## config.mk

```make
export PLATFORM = sky130hd
export DESIGN_NAME = dma_ctrl_regs
export DESIGN_NICKNAME = d
export VERILOG_FILES = /design/src/rtl/dma_ctrl_regs.sv
export SDC_FILE = /design/constraint.sdc
export NUM_CORES = 2
export LEC_CHECK = 0
export ABC_AREA = 1
export BUFFER_PORTS_ARGS = -buffer_cell sky130_fd_sc_hd__buf_2
export CAP_MARGIN = 25
export CORE_MARGIN = 4
export CORE_UTILIZATION = 50
export DETAILED_ROUTE_END_ITERATION = 7
export PLACE_DENSITY = 0.7
export SLEW_MARGIN = 30
export SYNTH_ARGS = -nofsm -noshare
export SYNTH_HDL_FRONTEND = slang
export SYNTH_SLANG_ARGS = --single-unit
export TNS_END_PERCENT = 20
```

## constraint.sdc

```tcl
create_clock -name clk -period 10.5 [get_ports clk]
set_input_delay 2.1 -clock clk [delete_from_list [all_inputs] [get_ports clk]]
set_output_delay 2.1 -clock clk [all_outputs]
set_load 0.01 [all_outputs]
```

## src/rtl/dma_ctrl_regs.sv

```systemverilog
module dma_ctrl_regs #(
  parameter int NCH       = 16,
  parameter int AW        = 12,
  parameter int SEMW      = 8,
  parameter int FLUSH_TMO = 1024,
  parameter int PTR_OFF   = 'h110,
  parameter int BAR_OFF   = 'h130,
  parameter int SEM_OFF   = 'h140,
  parameter int DBG_OFF   = 'h150,
  parameter int STRIDE    = 'h70,
  parameter logic [3:0] FLUSH_CODE = 4'h8
) (
  input  logic             clk,
  input  logic             rst_n,
  input  logic [AW-1:0]    reg_addr,
  input  logic             reg_wr,
  input  logic [31:0]      reg_wdata,
  output logic [31:0]      reg_rdata,
  input  logic [NCH-1:0]   ev_done,
  input  logic [NCH-1:0]   ev_term,
  input  logic [NCH-1:0]   ev_buserr,
  input  logic [NCH*4-1:0] chan_state,
  input  logic [NCH-1:0]   sem_dec,
  output logic [NCH-1:0]   irq,
  output logic [NCH-1:0]   freeze,
  output logic [NCH-1:0]   chan_reset,
  output logic [NCH-1:0]   sem_busy,
  output logic             burst_en,
  output logic             burst8_en
);
  localparam int TW  = $clog2(FLUSH_TMO + 1);
  localparam int BW  = AW - 4;
  localparam int HI  = 16;

  logic [NCH-1:0] cflag, cen, eflag, ekind, frz, rreq, go;
  logic           bst, bst8;
  logic [31:0]    ptr [NCH];
  logic [31:0]    bar [NCH];
  logic [SEMW-1:0] sem [NCH];
  logic [TW-1:0]  tcnt [NCH];

  wire [3:0]    al      = reg_addr[3:0];
  wire [BW-1:0] blk     = reg_addr[AW-1:4];
  wire          al_ok   = (al == 4'h0) || (al == 4'h4) || (al == 4'h8);
  wire          wr_ok   = reg_wr && al_ok;

  function automatic logic [31:0] upd(input logic [31:0] old, input logic [31:0] w, input logic [3:0] a);
    case (a)
      4'h4:    return old | w;
      4'h8:    return old & ~w;
      default: return w;
    endcase
  endfunction

  wire [31:0] r0 = {2'b00, bst8, bst, 28'h0};
  wire [31:0] r1 = (32'(cen)  << HI) | 32'(cflag);
  wire [31:0] r2 = (32'(ekind) << HI) | 32'(eflag);
  wire [31:0] r3 = (32'(rreq) << HI) | 32'(frz);

  wire hit0 = wr_ok && (blk == BW'(0));
  wire hit1 = wr_ok && (blk == BW'(1));
  wire hit2 = wr_ok && (blk == BW'(2));
  wire hit3 = wr_ok && (blk == BW'(3));

  wire [31:0] w0 = upd(r0, reg_wdata, al);
  wire [31:0] w1 = upd(r1, reg_wdata, al);
  wire [31:0] w2 = upd(r2, reg_wdata, al);
  wire [31:0] w3 = upd(r3, reg_wdata, al);

  wire [NCH-1:0] cflag_sw = hit1 ? w1[NCH-1:0]  : cflag;
  wire [NCH-1:0] cen_sw   = hit1 ? w1[HI+:NCH]  : cen;
  wire [NCH-1:0] eflag_sw = hit2 ? w2[NCH-1:0]  : eflag;
  wire [NCH-1:0] ekind_sw = hit2 ? w2[HI+:NCH]  : ekind;
  wire [NCH-1:0] frz_sw   = hit3 ? w3[NCH-1:0]  : frz;
  wire [NCH-1:0] rreq_sw  = hit3 ? w3[HI+:NCH]  : rreq;

  wire [NCH-1:0] term_err = ev_term & ~ev_done & ~ev_buserr;

  always_ff @(posedge clk or negedge rst_n) begin
    if (!rst_n) begin
      cflag <= '0; cen <= '0; eflag <= '0; ekind <= '0;
      frz <= '0; rreq <= '0; chan_reset <= '0;
      bst <= 1'b0; bst8 <= 1'b0;
    end else begin
      cflag      <= cflag_sw | ev_done;
      cen        <= cen_sw;
      eflag      <= eflag_sw | ev_buserr | term_err;
      ekind      <= (ekind_sw | ev_buserr) & ~term_err;
      frz        <= frz_sw;
      rreq       <= rreq_sw & ~go;
      chan_reset <= go;
      if (hit0) begin
        bst  <= w0[28];
        bst8 <= w0[29];
      end
    end
  end

  assign irq       = (cflag & cen) | eflag;
  assign freeze    = frz;
  assign burst_en  = bst;
  assign burst8_en = bst8;

  for (genvar n = 0; n < NCH; n++) begin : g_ch
    localparam logic [BW-1:0] PB = BW'((PTR_OFF + n * STRIDE) >> 4);
    localparam logic [BW-1:0] BB = BW'((BAR_OFF + n * STRIDE) >> 4);
    localparam logic [BW-1:0] SB = BW'((SEM_OFF + n * STRIDE) >> 4);

    wire in_flush = chan_state[4*n +: 4] == FLUSH_CODE;
    wire expired  = tcnt[n] == TW'(FLUSH_TMO - 1);
    assign go[n]  = rreq[n] && (!in_flush || expired);

    wire hit_p = wr_ok && (blk == PB);
    wire hit_b = wr_ok && (blk == BB);
    wire hit_s = reg_wr && (al == 4'h0) && (blk == SB);
    wire [SEMW-1:0] add = hit_s ? reg_wdata[SEMW-1:0] : '0;
    wire [SEMW-1:0] dec = (sem_dec[n] && sem[n] != '0) ? SEMW'(1) : '0;

    always_ff @(posedge clk or negedge rst_n) begin
      if (!rst_n) begin
        ptr[n]  <= '0;
        bar[n]  <= '0;
        sem[n]  <= '0;
        tcnt[n] <= '0;
      end else begin
        if (hit_p) ptr[n] <= upd(ptr[n], reg_wdata, al);
        if (hit_b) bar[n] <= upd(bar[n], reg_wdata, al);
        sem[n]  <= go[n] ? '0 : sem[n] + add - dec;
        tcnt[n] <= (rreq[n] && !go[n]) ? tcnt[n] + TW'(1) : '0;
      end
    end

    assign sem_busy[n] = sem[n] != '0;

    AST_RST_NOT_IN_FLUSH: assert property (@(posedge clk) disable iff (!rst_n)
      (rreq[n] && !in_flush) |=> chan_reset[n]);
    AST_RST_CLEARS_SEM: assert property (@(posedge clk) disable iff (!rst_n)
      chan_reset[n] |-> (sem[n] == '0));
    AST_FLUSH_WAIT_BOUND: assert property (@(posedge clk) disable iff (!rst_n)
      tcnt[n] < TW'(FLUSH_TMO));
  end

  always_comb begin
    reg_rdata = '0;
    if (al_ok) begin
      case (blk)
        BW'(0): reg_rdata = r0;
        BW'(1): reg_rdata = r1;
        BW'(2): reg_rdata = r2;
        BW'(3): reg_rdata = r3;
        default: ;
      endcase
      for (int i = 0; i < NCH; i++) begin
        if (blk == BW'((PTR_OFF + i * STRIDE) >> 4)) reg_rdata = ptr[i];
        if (blk == BW'((BAR_OFF + i * STRIDE) >> 4)) reg_rdata = bar[i];
      end
    end
    if (al == 4'h0) begin
      for (int i = 0; i < NCH; i++) begin
        if (blk == BW'((SEM_OFF + i * STRIDE) >> 4)) reg_rdata = 32'(sem[i]);
        if (blk == BW'((DBG_OFF + i * STRIDE) >> 4)) reg_rdata = 32'(chan_state[4*i +: 4]);
      end
    end
  end

  AST_DONE_SETS_FLAG: assert property (@(posedge clk) disable iff (!rst_n)
    (|ev_done) |=> ((cflag & $past(ev_done)) == $past(ev_done)));
  AST_BUSERR_KIND: assert property (@(posedge clk) disable iff (!rst_n)
    (|ev_buserr) |=> ((eflag & ekind & $past(ev_buserr)) == $past(ev_buserr)));
  AST_RESET_ONE_CYCLE: assert property (@(posedge clk) disable iff (!rst_n)
    (chan_reset & $past(chan_reset)) == '0);
  AST_REQ_DROPS_ON_PULSE: assert property (@(posedge clk) disable iff (!rst_n)
    (chan_reset & rreq) == '0);
endmodule

```

==> metrics.md <==
| Metric | Value |
|---|---|
| Peak VDD IR | `0.0001694 V` |
| Std cell rows | `142` |
| Fin crit share | `0.9413` |
| Post-DP HPWL | `194.1 mm` |
| Post-Synth Simple-Gate Area | `0.1692` |
| Synth async-reset ratio | `1.000` |
| Die Ht | `397.8 um` |
| Cells resized by post-CTS repair | `0` |
| Setup_tns | `0 ns` |
| Switching share of power | `0.3201` |
| Final Skew | `0.02641 ns` |
| # hold bufs at CTS | `0` |
| Worst-path clk slew | `0.05 ns` |
| P_sw | `4987 uW` |
| Worst path buffer plus inverter count | `5` |
| Worst-Skew Late Latency | `0.80 ns` |
| Largest cells by area after synthesis | `dfrtp_1 (48%), nand2_1 (7.8%), inv_1 (6.9%)` |
| Tot GR Track Use | `0.3597` |
| Final hold viol count | `0` |
| Gp weighted congestion | `0.9950` |
| Logic gate share of total power | `0.228` |
| Proportion of synthesized area in mux cells | `0` |
| Largest family of logic cells by synthesized area | `compound AO/OA/AOI/OAI gates` |
| Max Transition Viols Final | `0` |
| Layout area overhead | `12.11%` |
| Vias/cell | `6.190` |
| Register share of total power | `0.397` |
| Post-CTS Setup Bufs | `0` |
| Via count | `70540` |
| Post-Syn Area per Cell | `8.298 um^2` |
| Core area | `150500 um^2` |
| Most frequent cells after synthesis | `nand2_1 (1570), dfrtp_1 (1442), inv_1 (1389)` |
| Crit Path Max Fanout | `19` |
| Relative slew slack | `0.3005` |
| Synthesized area | `75970 um^2` |
| PortBufs | `272` |
| Commonest register cell after synthesis | `dfrtp_1` |
| TritonCTS Buffers | `156` |
| Synth Net Count | `9586` |
| Initial DRC count | `8949` |
| # Max-Cap Violations | `0` |
| CTS max path bufs | `3` |
| Top-area cell type share of the netlist area | `0.4750` |
| Gate count after technology mapping | `9155` |
| Clk network pwr share | `0.375` |
| Post-route setup slack | `0.6161 ns` |
| CP max-delay cell | `inv_2` |
| Synth Area in Adders | `0.04375` |
| Ys Warns | `0` |
| Post-synthesis register bit count | `1442` |
| Worst path top cell family by delay | `simple AND/OR/NAND/NOR gates` |
| CP most frequent cell | `nand2_1` |
| Most frequent cell after synthesis | `nand2_1` |
| Vias in the first global route | `68830` |
| WL final | `288.6 mm` |
| Place WS | `0.7731 ns` |
| Initial antenna violation count | `15` |
| Post-route ant nets | `0` |
| Worst Reg-to-Reg Cells | `12` |
| Layout cell share with drive strength beyond 1 | `0.09214` |
| Largest net degree at the start of global routing | `171` |
| Pre-antenna DRT Iters | `6` |
| Worst setup path class | `in -> out` |
| Post-synth cell types | `53` |
| Worst setup endpoint | `reg_rdata[2]` |
| Status | `complete, no violations` |
| Worst min path class | `reg -> reg` |
| Minimum clock period | `9.884 ns` |
| Nature of the critical path endpoint | `output pin` |
| Initial core utilization | `0.5048` |
| Worst flop-to-flop path startpoint | `sem[88]` |
| Die Footprint | `158200 um^2` |
| Internal Dissipation | `10590 uW` |
| Pwr Density | `182.9 nW/um^2` |
| Grt ovf | `0` |
| Layout net count | `9675` |
| Sink Count | `1442` |
| Post-Synth XOR/XNOR Area | `0.006456` |
| WP data required | `8.40 ns` |
| Die width | `397.8 um` |
| Max H-tree Level | `4` |
| Pleak | `0.04156 uW` |
| Synth Area in Compound Gates | `0.2039` |
| First-pass GRT wire length | `432.3 mm` |
| CP peak stage delay | `0.43 ns` |
| RSZ-0062 raised after global routing | `no` |
| Worst hold path startpoint | `tcnt[0]` |
| Register area share after synthesis | `0.4750` |
| Cell taking the most area after synthesis | `dfrtp_1` |
| Num ports | `273` |
| Worst EP arrival | `7.78 ns` |
| Fin Hold WS | `0.4537 ns` |
| Final setup fails | `0` |
| WL per Instance | `25.32 um` |
| Worst r2r dst | `sem[94]` |
| Flop-to-flop setup slack | `7.44 ns` |
| Drt drc | `0` |
| Root buffer cell | `clkbuf_16` |
| TritonCTS clock tree | `done` |
| Stages on worst setup path | `45` |
| Worst-Margin Slew | `1.048 ns` |
| Achievable Freq | `101.2 MHz` |
| Post-synth EDFFs | `0` |
| Startpoint Class | `input port` |
| Crit path from | `reg_addr[9]` |
## power by group through the flow
stage                     sequential (uW)  combinational, uW  clock (uW)
after floorplan                      6160               2510           0
after global placement               6260               3340           0
after detailed placement             6270               3470           0
after CTS                            6170               3500        5870
after global routing                 6200               4060        6110
final                                6180               3550        5850
## layout by cell type, fill, tap and decap left out, types with 35 or more instances in the layout
master / n
nand4_1: 80
clkinv_1: 56
nor4_1: 42
o21ai_1: 196
o21ai_0: 238
a2bb2oi_1: 542
xor2_1: 40
a22oi_1: 516
dfrtp_1: 1442
clkbuf_16: 161
nand3_1: 89
o211ai_1: 38
ha_1: 240
o22ai_1: 41
o221ai_1: 83
nor3_1: 82
buf_2: 271
a31oi_1: 41
nor2_4: 35
inv_2: 37
a21oi_1: 462
nor3b_1: 89
inv_1: 1378
buf_4: 189
nand2_1: 1569
nor2_1: 1060
## stage by stage
step           instances    util  instance area (um^2)  power, uW
2_1_floorplan       9155       -                 75970       8663
3_3_place_gp       11100  0.5287                 79560       9601
3_5_place_dp       11100  0.5290                 79600       9731
4_1_cts            11380  0.5647                 84980      15540
5_1_grt            11380  0.5657                 85130      16370
6_report           11400  0.5659                 85170      15580
## cells by family after synthesis
family	count (synthesis)
AO/OA/AOI/OAI	2254
buffers and inverters	2017
AND/OR/NAND/NOR	3130
flip-flops	1442
XOR/XNOR	56
adder cells (fa/ha/maj)	256
## layout make-up
cell class	count	area (um^2)
timing repair buffer	476	3132
clock inverter	60	818.3
multi-input combinational	5696	32490
antenna	14	35.03
inverter	1472	5528
tap	2016	2522
sequential	1442	36080
clock buffer	220	4561
fill	13510	65320
## worst min-delay path by stage
stage / to / cells after the start / slack, ns
detailed placement: tcnt[0] / 1 / 0.45
CTS: tcnt[0] / 1 / 0.46
global route: tcnt[88] / 1 / 0.48
global placement: tcnt[154] / 1 / 0.44
floorplan: tcnt[0] / 1 / 0.43
finish: tcnt[0] / 1 / 0.45
## flip-flops by register name, indices dropped and copies added, names as in the netlist, 128 cells and up
signal  count
ptr       512
sem       128
bar       512
tcnt      176
## worst reg2reg max path, delay by kind of cell, from the launching register on
kind                     cells  cell delay, ns
flip-flops                   1            0.44
buffers and inverters        1            0.04
AND/OR/NAND/NOR              3            0.68
adder cells (fa/ha/maj)      3            0.99
AO/OA/AOI/OAI                5            0.80
## metal layers
metal | up-vias | track usage | wire length (um)
met4 | 10 | 0.1903 | 17630
met1 | 34420 | 0.4702 | 109800
met3 | 1025 | 0.1025 | 35650
li1 | 30550 | - | -
met5 | - | 0 | 57
met2 | 4538 | 0.5435 | 125400
(Power assumes the default switching activity.)
